<file path="src/rtl/ecc_sram_pkg.sv">
package ecc_sram_pkg;
  localparam int DATA_W = 8;
  localparam int HAM_W  = 12;
  localparam int CW_W   = HAM_W + 1;

  typedef logic [CW_W-1:0]   cw_t;
  typedef logic [DATA_W-1:0] byte_t;

  typedef struct packed {
    byte_t data;
    logic  fixed;
    logic  fatal;
  } dec_t;

  function automatic logic is_check_pos(input int p);
    return (p & (p - 1)) == 0;
  endfunction

  // Place data bits into the non-power-of-two Hamming positions.
  function automatic cw_t ecc_encode(input byte_t d);
    cw_t c;
    int  k;
    logic b;
    c = '0;
    k = 0;
    for (int p = 1; p <= HAM_W; p++) begin
      if (!is_check_pos(p)) begin
        c[p] = d[k];
        k++;
      end
    end
    for (int j = 0; j < 4; j++) begin
      b = 1'b0;
      for (int p = 1; p <= HAM_W; p++)
        if (((p >> j) & 1) == 1 && p != (1 << j)) b ^= c[p];
      c[1 << j] = b;
    end
    c[0] = ^c[HAM_W:1];
    return c;
  endfunction

  function automatic logic [3:0] ecc_syndrome(input cw_t c);
    logic [3:0] s;
    s = '0;
    for (int p = 1; p <= HAM_W; p++)
      if (c[p]) s ^= 4'(p);
    return s;
  endfunction

  function automatic dec_t ecc_decode(input cw_t c);
    dec_t       r;
    cw_t        f;
    logic [3:0] s;
    logic       par;
    int         k;
    s   = ecc_syndrome(c);
    par = ^c;
    f   = c;
    r.fixed = 1'b0;
    r.fatal = 1'b0;
    if (par) begin
      if (s == 4'd0) begin
        r.fixed = 1'b1;              // overall parity bit alone
      end else if (int'(s) <= HAM_W) begin
        f[s]    = ~f[s];
        r.fixed = 1'b1;
      end else begin
        r.fatal = 1'b1;              // odd weight, impossible position
      end
    end else if (s != 4'd0) begin
      r.fatal = 1'b1;
    end
    k = 0;
    r.data = '0;
    for (int p = 1; p <= HAM_W; p++) begin
      if (!is_check_pos(p)) begin
        r.data[k] = f[p];
        k++;
      end
    end
    return r;
  endfunction
endpackage

</file>
<file path="src/rtl/ecc_sram_init.sv">
module ecc_sram_init #(
  parameter int INIT_CYCLES = 64
) (
  input  logic clk,
  input  logic rst_n,
  output logic busy
);
  localparam int CNT_W = $clog2(INIT_CYCLES + 2);
  localparam logic [CNT_W-1:0] LIMIT = CNT_W'(INIT_CYCLES);

  logic [CNT_W-1:0] cnt;

  always_ff @(posedge clk or negedge rst_n) begin
    if (!rst_n)            cnt <= '0;
    else if (cnt != LIMIT) cnt <= cnt + 1'b1;
  end

  assign busy = (cnt != LIMIT);
endmodule

</file>
<file path="src/rtl/ecc_sram_array.sv">
module ecc_sram_array
  import ecc_sram_pkg::*;
#(
  parameter int ADDR_W = 4
) (
  input  logic              clk,
  input  logic              rst_n,
  input  logic              wr_en,
  input  logic [ADDR_W-1:0] wr_addr,
  input  cw_t               wr_code,
  input  logic              inj_en,
  input  logic [ADDR_W-1:0] inj_addr,
  input  cw_t               inj_mask,
  input  logic [ADDR_W-1:0] rd_addr,
  output cw_t               rd_word
);
  localparam int DEPTH = 1 << ADDR_W;

  cw_t mem [DEPTH];

  for (genvar i = 0; i < DEPTH; i++) begin : g_word
    logic hit_wr, hit_inj;
    assign hit_wr  = wr_en  && (wr_addr  == ADDR_W'(i));
    assign hit_inj = inj_en && (inj_addr == ADDR_W'(i));
    always_ff @(posedge clk or negedge rst_n) begin
      if (!rst_n)       mem[i] <= '0;
      else if (hit_wr)  mem[i] <= wr_code;
      else if (hit_inj) mem[i] <= mem[i] ^ inj_mask;
    end
  end

  assign rd_word = mem[rd_addr];
endmodule

</file>
<file path="src/rtl/ecc_sram_decoder.sv">
module ecc_sram_decoder
  import ecc_sram_pkg::*;
(
  input  cw_t   word,
  output byte_t data,
  output logic  fixed,
  output logic  fatal
);
  dec_t r;
  assign r     = ecc_decode(word);
  assign data  = r.data;
  assign fixed = r.fixed;
  assign fatal = r.fatal;
endmodule

</file>
<file path="src/rtl/ecc_byte_sram.sv">
module ecc_byte_sram
  import ecc_sram_pkg::*;
#(
  parameter int ADDR_W      = 4,
  parameter int INIT_CYCLES = 64
) (
  input  logic              clk,
  input  logic              rst_n,
  input  logic              cs_n,
  input  logic              we_n,
  input  logic              oe_n,
  input  logic [ADDR_W-1:0] addr,
  input  logic [7:0]        din,
  input  logic              inj_en,
  input  logic [ADDR_W-1:0] inj_addr,
  input  logic [12:0]       inj_mask,
  output logic              busy,
  output logic              q_en,
  output logic [7:0]        dout,
  output logic              err_fixed,
  output logic              err_fatal
);
  // Named internal events, observed by the bound checker.
  logic  wr_fire, rd_fire, rd_drive;
  cw_t   rd_word;
  byte_t dec_data;
  logic  dec_fixed, dec_fatal;

  ecc_sram_init #(.INIT_CYCLES(INIT_CYCLES)) u_init (
    .clk(clk), .rst_n(rst_n), .busy(busy)
  );

  assign wr_fire  = !busy && !cs_n && !we_n;
  assign rd_fire  = !busy && !cs_n &&  we_n;
  assign rd_drive = rd_fire && !oe_n;

  ecc_sram_array #(.ADDR_W(ADDR_W)) u_array (
    .clk(clk), .rst_n(rst_n),
    .wr_en(wr_fire), .wr_addr(addr), .wr_code(ecc_encode(din)),
    .inj_en(inj_en), .inj_addr(inj_addr), .inj_mask(inj_mask),
    .rd_addr(addr), .rd_word(rd_word)
  );

  ecc_sram_decoder u_dec (
    .word(rd_word), .data(dec_data), .fixed(dec_fixed), .fatal(dec_fatal)
  );

  always_ff @(posedge clk or negedge rst_n) begin
    if (!rst_n) begin
      q_en      <= 1'b0;
      dout      <= '0;
      err_fixed <= 1'b0;
      err_fatal <= 1'b0;
    end else if (rd_drive) begin
      q_en      <= 1'b1;
      dout      <= dec_data;
      err_fixed <= dec_fixed;
      err_fatal <= dec_fatal;
    end else begin
      q_en      <= 1'b0;
      dout      <= '0;
      err_fixed <= 1'b0;
      err_fatal <= 1'b0;
    end
  end
endmodule

</file>
<file path="config.mk">
export PLATFORM = sky130hd
export DESIGN_NAME = ecc_byte_sram
export DESIGN_NICKNAME = d
export VERILOG_FILES = /design/src/rtl/ecc_sram_pkg.sv /design/src/rtl/ecc_sram_init.sv /design/src/rtl/ecc_sram_array.sv /design/src/rtl/ecc_sram_decoder.sv /design/src/rtl/ecc_byte_sram.sv
export SDC_FILE = /design/constraint.sdc
export NUM_CORES = 1
export LEC_CHECK = 0
export ABC_AREA = 1
export ABC_CLOCK_PERIOD_IN_PS = 3000
export BUFFER_PORTS_ARGS = -buffer_cell sky130_fd_sc_hd__buf_2
export CAP_MARGIN = 20
export CELL_PAD_IN_SITES_DETAIL_PLACEMENT = 0
export CELL_PAD_IN_SITES_GLOBAL_PLACEMENT = 1
export CORE_MARGIN = 2
export CORE_UTILIZATION = 30
export CTS_CLUSTER_DIAMETER = 60
export DETAILED_ROUTE_END_ITERATION = 10
export PLACE_DENSITY = 0.51
export SKIP_LAST_GASP = 1
export SLEW_MARGIN = 0
export SYNTH_ARGS = -nofsm -noshare
export SYNTH_HDL_FRONTEND = slang
export SYNTH_SLANG_ARGS = --single-unit
</file>
<file path="constraint.sdc">
create_clock -name clk -period 3 [get_ports clk]
set_input_delay 0.15 -clock clk [delete_from_list [all_inputs] [get_ports clk]]
set_output_delay 0.15 -clock clk [all_outputs]
set_load 0.005 [all_outputs]
</file>
==> results of run 1 <==
==> cells by family (layout without fill, tap and decap cells) <==
| family | Yosys count | after routing | synth area share, % |
|---|---|---|---|
| adder cells (fa/ha/maj) | 2 | 2 | 0.167 |
| buffers and inverters | 320 | 409 | 8.97 |
| multiplexers | 1 | 1 | 0.0667 |
| AND/OR/NAND/NOR | 864 | 864 | 25.3 |
| flip-flops | 226 | 226 | 37.7 |
| AO/OA/AOI/OAI | 315 | 315 | 14.3 |
| XOR/XNOR | 230 | 230 | 13.5 |
==> routing by layer <==
metal	vias up	track usage, %
met5	-	0
met4	0	6.77
met3	82	2.85
met2	284	38.2
met1	6825	32.9
li1	6681	-
==> how the worst max path moves through the flow <==
stage / cells past startpoint / slack [ns] / end
floorplan: 12 / 0.85 / u_array.mem[30]
global placement: 25 / 0.009 / dout[2]
detailed placement: 22 / 0.05 / dout[2]
CTS: 20 / 0.45 / dout[3]
global route: 22 / 0.12 / dout[7]
finish: 20 / 0.42 / dout[1]
==> cell usage in the layout, fill, tap and decap left out, drive strengths merged, types with 2 or more instances in the layout <==
cell | netlist | layout
nor2 | 74 | 74
nand4 | 11 | 11
ha | 2 | 2
a21oi | 12 | 12
nand3 | 295 | 295
o221ai | 66 | 66
o22ai | 31 | 31
o21ai | 95 | 95
buf | 54 | 156
nand2 | 475 | 475
inv | 180 | 183
dlygate4sd3 | 0 | 3
o211ai | 110 | 110
dfrtp | 226 | 226
xnor2 | 10 | 10
nor3 | 5 | 5
clkinvlp | 0 | 2
bufinv | 0 | 2
clkbuf | 79 | 49
xor2 | 220 | 220
clkinv | 7 | 14
==> stage by stage <==
stage / area (sq um) / power (mW) / hold slack, ns / worst slack [ns] / std cells
final: 17600 / 13.0 / 0.191 / 0.422 / 2711
after global routing: 17600 / 13.9 / 0.227 / 0.124 / 2711
after CTS: 17600 / 13.1 / 0.171 / 0.445 / 2711
after detailed placement: 16400 / 8.73 / 0.214 / 0.0476 / 2645
after global placement: 16400 / 8.67 / 0.216 / 0.00943 / 2645
after floorplan: 15000 / 7.46 / -0.146 / 0.854 / 1958
==> critical path, delay by kind of cell, from the launching register on <==
family,cells,cell delay (ns)
compound gates,2,0.41
buf+inv,4,0.32
flops,1,0.38
simple gates,14,1.34
==> repair_timing <==
item,in CTS,in global routing
endpoints found under the hold margin,72,0
hold buffers,3,0
endpoints found under the setup margin,0,0
==> where the power goes <==
group          switching [mW]  internal (mW)
registers               0.732           3.95
clock network            1.68           2.63
logic                    2.46           1.56
total                    4.88           8.15
==> state kept, by name (all words and copies together) (netlist names) <==
register / cells
u_array.mem: 208
q_en: 1
dout: 8
u_init.cnt: 7
err_fixed: 1
err_fatal: 1
==> cell type report <==
type,instances,area share [%]
flip-flops and latches,226,32.1
inverters,187,4.00
well taps,664,4.72
repair buffers,159,6.93
clock buffers,49,5.97
clock inverters,14,0.796
multi-input cells,1412,45.5
==> metrics.json, run 1 <==
{
  "global_routing": {
    "groute.usage.overall_pct": 23.6,
    "grt_max_degree": 75,
    "grt_antenna_before_repair": 0,
    "grt_first_pass_wirelength_um": 90200,
    "grt_pass1_vias": 13900,
    "global_route.overflow_total": 0
  },
  "die": {
    "rows": 81,
    "floorplan.die.width_um": 228,
    "fp.dieArea_sq_um": 51800,
    "io-pin-count": 47,
    "fp.dieH_um": 228,
    "core-area_sq_um": 49200,
    "initial_core_util_pct": 30.5
  },
  "route": {
    "number_of_vias_per_cell": 5.12,
    "final_antenna_net_count": 0,
    "overall_via_count_from_detail_route": 13900,
    "wire_per_inst_um": 21.9,
    "detailed_routed_wire_length_on_met3_um": 2210,
    "highest_layer": "met4",
    "drt_first_iter_violations": 936,
    "met2_wirelength_um": 27200,
    "route.detailed.drc": 0,
    "dr.pass1.iters": 5,
    "drt-met1-wl_um": 28700,
    "route.final.wire_length_um": 59400
  },
  "critical_path": {
    "cp_common_cell": "nand2_1",
    "criticalPathCategory": "register to register",
    "crit_path_start": "u_array.mem[62]",
    "regToRegEndpoint": "dout[1]",
    "critical-path-max-stage-delay_ns": 0.38,
    "sort_of_element_at_the_end_of_the_critical_path": "register",
    "timing.critical_path.arrival_ns": 3.01,
    "critPathLaunchType": "register",
    "critical_path_required_ns": 3.43,
    "crit_path_cell_trace": "inv_1, nor2_1, a21oi_1, nand2_1, nand2_1, nand2_1, inv_1, nand2_1, nand2_1, nand2_1, inv_1, nand3_1, nand2_2, inv_2, nor2_1, nand3b_1, nand2_1, nand2_1, nand3_4, a21oi_1",
    "worst_r2r_startpoint": "u_array.mem[62]",
    "rrSetupSlack_ns": 0.42,
    "r2r_cells": 20,
    "worst-path-max-fanout": 8,
    "critical-path-slowest-cell": "dfrtp_1"
  },
  "logic_synthesis": {
    "synth_most_common_cell": "nand2_1",
    "synth_top_area_cell": "dfrtp_1",
    "yosys_warnings": 0,
    "yosys-top-cells-area": "dfrtp_1, xor2_1, nand2_1, nand3_1, o211ai_1",
    "synth_top_cells_by_count": "nand2_1, nand3_1, dfrtp_1, xor2_1, inv_1",
    "proportion_of_synthesized_flip_flops_having_asynchronous_set_or_reset_pct": 100,
    "postSynthRegisterBits": 226,
    "synth-seq-area-share_pct": 37.7,
    "synth_top_cell_area_share_pct": 37.7,
    "post_synthesis_instance_area_sq_um": 15000,
    "syn_inst": 1958,
    "synth_edf_count": 0,
    "syn_area_cell_sq_um": 7.66,
    "syn_nets": 1995,
    "yosys_most_used_dff": "dfrtp_1",
    "synthDistinctLibCells": 42
  },
  "clock_tree": {
    "cts_buffers": 37,
    "max-clock-path-buffers": 3,
    "clkTransAtPathRegs_ns": 0.06,
    "cts.repair_timing.setup_buffer_count": 0,
    "cts_root_buffer": "clkbuf_16",
    "tritoncts": "yes",
    "clk-insertion-delay-late_ns": 0.56,
    "numClockSinks": 226,
    "resize_count_post_cts": 0,
    "htreeDepth": 2
  },
  "finish": {
    "combined_flip_flop_and_latch_cell_area_sq_um": 5660,
    "syn_to_final_growth_pct": 17.4,
    "finalNetCount": 2060,
    "layout.core_utilization_pct": 35.8,
    "layout-drive-gt1-share_pct": 12.8,
    "antenna_cells": 0,
    "multi_input_area_sq_um": 8010,
    "fillCellCount": 5228
  },
  "timing": {
    "finalHoldViolCount": 0,
    "total_negative_slack_ns": 0,
    "final.setup_skew_ns": 0.0143,
    "tightestPinTransition_ns": 0.924,
    "maxSlewHeadroom_pct": 38.3,
    "finalCritPeriodShare_pct": 85.9,
    "rsz0062_at_grt": "no",
    "maxSlewViolCount": 0,
    "fmax_mhz": 388,
    "layout_min_cycle_time_ns": 2.58,
    "setup_viol": 0
  },
  "place": {
    "buffers_added_on_ports": 46,
    "gp_routability_congestion": 0.800,
    "detailed_place_hpwl_um": 42000
  },
  "pwr": {
    "vdd.ir_drop.worst_mv": 0.358,
    "static-leakage-power_nw": 8.28,
    "power_per_cell_area_nw_per_um2": 739
  },
  "run": {
    "drv_cap": 0
  },
  "min_path": {
    "min-delay-path-class": "input port to async pin"
  },
  "run_status": {
    "outcome": "complete, no violations"
  }
}
(Power assumes the default switching activity.)
==> inputs of run 2 (changes only) <==
--- a/config.mk
+++ b/config.mk
@@ -6,7 +6,7 @@
 export NUM_CORES = 1
 export LEC_CHECK = 0
 export ABC_AREA = 1
-export ABC_CLOCK_PERIOD_IN_PS = 3000
+export ABC_CLOCK_PERIOD_IN_PS = 2100
 export BUFFER_PORTS_ARGS = -buffer_cell sky130_fd_sc_hd__buf_2
 export CAP_MARGIN = 20
 export CELL_PAD_IN_SITES_DETAIL_PLACEMENT = 0
@@ -15,7 +15,7 @@
 export CORE_UTILIZATION = 30
 export CTS_CLUSTER_DIAMETER = 60
 export DETAILED_ROUTE_END_ITERATION = 10
-export PLACE_DENSITY = 0.51
+export PLACE_DENSITY = 0.53
 export SKIP_LAST_GASP = 1
 export SLEW_MARGIN = 0
 export SYNTH_ARGS = -nofsm -noshare
==> constraint.sdc (replaced) <==
create_clock -name clk -period 2.1 [get_ports clk]
set_input_delay 0.105 -clock clk [delete_from_list [all_inputs] [get_ports clk]]
set_output_delay 0.105 -clock clk [all_outputs]
set_load 0.005 [all_outputs]
==> run 2 against run 1 <==
Effect of this change:
- the run now ends with negative setup slack left
- worst hold slack worse by 0.099 ns
- first-iteration DRC count up 11%
- clock skew about the same
- cell count up 16%
- count of clock-buffer cells in the layout up 4
- core utilization up 14 points
- sequential cell count unchanged
- critical path type unchanged
- critical endpoint unchanged
- largest power group is now combinational logic
- highest routed layer unchanged
==> metrics.json, run 2 (same netlist as run 1, synthesis figures left out) <==
{
  "run_status": {
    "outcome": "finished, violations left",
    "violations_in_the_final_reports": "negative setup slack"
  },
  "timing": {
    "postLayoutSetupSlackWorst_ns": -0.241,
    "finalCritPeriodShare_pct": 111,
    "tightestPinTransition_ns": 0.812,
    "layout_min_cycle_time_ns": 2.34,
    "rsz0062_at_grt": "yes",
    "fmax_mhz": 427,
    "final.setup_skew_ns": 0.0140,
    "maxSlewHeadroom_pct": 45.9,
    "setup_viol": 95,
    "finalHoldViolCount": 0,
    "maxSlewViolCount": 0
  },
  "route": {
    "overall_via_count_from_detail_route": 16000,
    "route.detailed.drc": 0,
    "number_of_vias_per_cell": 5.09,
    "dr.pass1.iters": 5,
    "drt_first_iter_violations": 1039,
    "route.final.wire_length_um": 68900,
    "wire_per_inst_um": 21.9,
    "final_antenna_net_count": 0
  },
  "place": {
    "gp_routability_congestion": 0.867,
    "dp_worst_setup_slack_ns": -0.786,
    "detailed_place.area_sq_um": 19000,
    "detailed_place_hpwl_um": 43400,
    "buffers_added_on_ports": 46
  },
  "critical_path": {
    "worst-path-max-fanout": 8,
    "sort_of_element_at_the_end_of_the_critical_path": "register",
    "cp_common_cell": "nand2_1",
    "regToRegEndpoint": "dout[1]",
    "crit_path_end": "dout[1]",
    "critical-path-top-delay-family": "simple AND/OR/NAND/NOR gates",
    "timing.critical_path.arrival_ns": 2.81,
    "critical_path.n_buffers_inverters": 4,
    "crit_cells": 21,
    "crit_path_cell_trace": "inv_2, o21ai_2, nand2_1, nand2_2, nand2_2, nand2_4, inv_2, nand2_2, nand2_1, nand2_2, nand2_1, nand2_1, nand2_1, nand2_2, inv_4, buf_6, nand2_1, nand2_1, nand2_2, nand3_4, a21oi_2",
    "critical_path_required_ns": 2.57,
    "crit_path_start": "u_array.mem[93]",
    "r2r_cells": 21,
    "criticalPathCategory": "register to register",
    "critical-path-slowest-cell": "dfrtp_1",
    "rrSetupSlack_ns": -0.24,
    "worst_r2r_startpoint": "u_array.mem[93]",
    "critPathLaunchType": "register",
    "critical-path-max-stage-delay_ns": 0.37
  },
  "pwr": {
    "static-leakage-power_nw": 11.5,
    "vdd.ir_drop.worst_mv": 0.482,
    "power_per_cell_area_nw_per_um2": 916,
    "fin_total_pwr_mw": 22.6
  },
  "finish": {
    "layout.cells.most_common": "buf_4",
    "syn_to_final_growth_pct": 64.7,
    "antenna_cells": 0,
    "largest_regs": "u_array.mem (208), dout (8), u_init.cnt (7)",
    "finalNetCount": 2487,
    "top_reg_by_flops": "u_array.mem",
    "max_ffs_per_register": 208,
    "postLayoutCellArea_sq_um": 24700,
    "leading_cell_types_in_the_layout_fill_and_taps_excluded": "buf_4, nand2_1, dfrtp_1, xor2_1, nand3_2",
    "layout.core_utilization_pct": 50.3,
    "layout-drive-gt1-share_pct": 46.9
  },
  "clock_tree": {
    "clk-insertion-delay-late_ns": 0.56,
    "max-clock-path-buffers": 3,
    "cts_root_buffer": "clkbuf_16",
    "tritoncts": "yes",
    "cts_buffers": 35,
    "clkTransAtPathRegs_ns": 0.06,
    "numClockSinks": 226,
    "htreeDepth": 2
  },
  "die": {
    "fp.dieArea_sq_um": 51800,
    "floorplan.die.width_um": 228,
    "io-pin-count": 47,
    "rows": 81,
    "fp.dieH_um": 228,
    "initial_core_util_pct": 30.5,
    "core-area_sq_um": 49200
  },
  "min_path": {
    "min-delay-path-class": "input port to async pin"
  },
  "global_routing": {
    "grt_max_degree": 63,
    "groute.usage.overall_pct": 24.3,
    "grt_antenna_before_repair": 0,
    "grt_first_pass_wirelength_um": 93900,
    "global_route.overflow_total": 0,
    "grt_pass1_vias": 15100
  },
  "run": {
    "drv_cap": 0
  }
}
-- run 2: worst min path at each step --
stage | end | start | depth (start not counted)
final | u_array.mem[156] | rst_n | 2
after global routing | u_array.mem[156] | rst_n | 2
after CTS | dout[3] | cs_n | 5
after detailed placement | u_array.mem[156] | rst_n | 1
after global placement | u_array.mem[164] | rst_n | 1
after floorplan | dout[0] | rst_n | 0
-- run 2: where the power goes --
part	switching (mW)	total (mW)	leakage [nW]	internal, mW
sequential	0.796	6.43	2.79	5.64
combinational	5.21	10.1	8.09	4.93
clock	2.35	6.07	0.576	3.72
total	8.36	22.6	11.5	14.3
-- run 2: through the flow --
step           setup TNS [ns]  hold WS, ns  cells
4_1_cts                 -2.70      0.00656   3049
2_1_floorplan               0       -0.191   1958
6_report                -5.15       0.0925   3139
3_3_place_gp           -17.20       0.0844   2962
3_5_place_dp           -13.51       0.0793   2962
5_1_grt                -26.12        0.134   3139
-- run 2: what timing repair did --
action / CTS / global route
endpoints found under the hold margin: 230 / 0
gates cloned: 4 / 54
resized for setup: 206 / 535
pin swaps: 47 / 137
buffers inserted: 18 / 37
hold buffers: 3 / 0
setup endpoints to repair: 156 / 206
-- run 2: cell type report --
cell class	count	area, sq um
repair buffers	586	5850
fillers	4730	24400
inverters	187	723
clock inverters	9	81.3
multi-input cells	1414	10500
clock buffers	53	1100
flip-flops and latches	226	5660
well taps	664	831
-- run 2: worst register-to-register path: stages, from the launching register on --
cell and delay [ns]:
dfrtp_1 0.37, inv_2 0.05, o21ai_2 0.12, nand2_1 0.09
nand2_2 0.13, nand2_2 0.09, nand2_4 0.11, inv_2 0.05
nand2_2 0.08, nand2_1 0.06, nand2_2 0.08, nand2_1 0.07
nand2_1 0.06, nand2_1 0.06, nand2_2 0.12, inv_4 0.06
buf_6 0.12, nand2_1 0.06, nand2_1 0.07, nand2_2 0.09
nand3_4 0.16, a21oi_2 0.17
-- run 2: layer usage --
layer / global-route usage, % / part of all wire [%] / wire length [um]
met2: 40.2 / 49 / 33800
met4: 7.15 / 3.1 / 2120
met3: 4.20 / 4.8 / 3320
met5: 0 / 0 / 0
met1: 32.6 / 43 / 29600
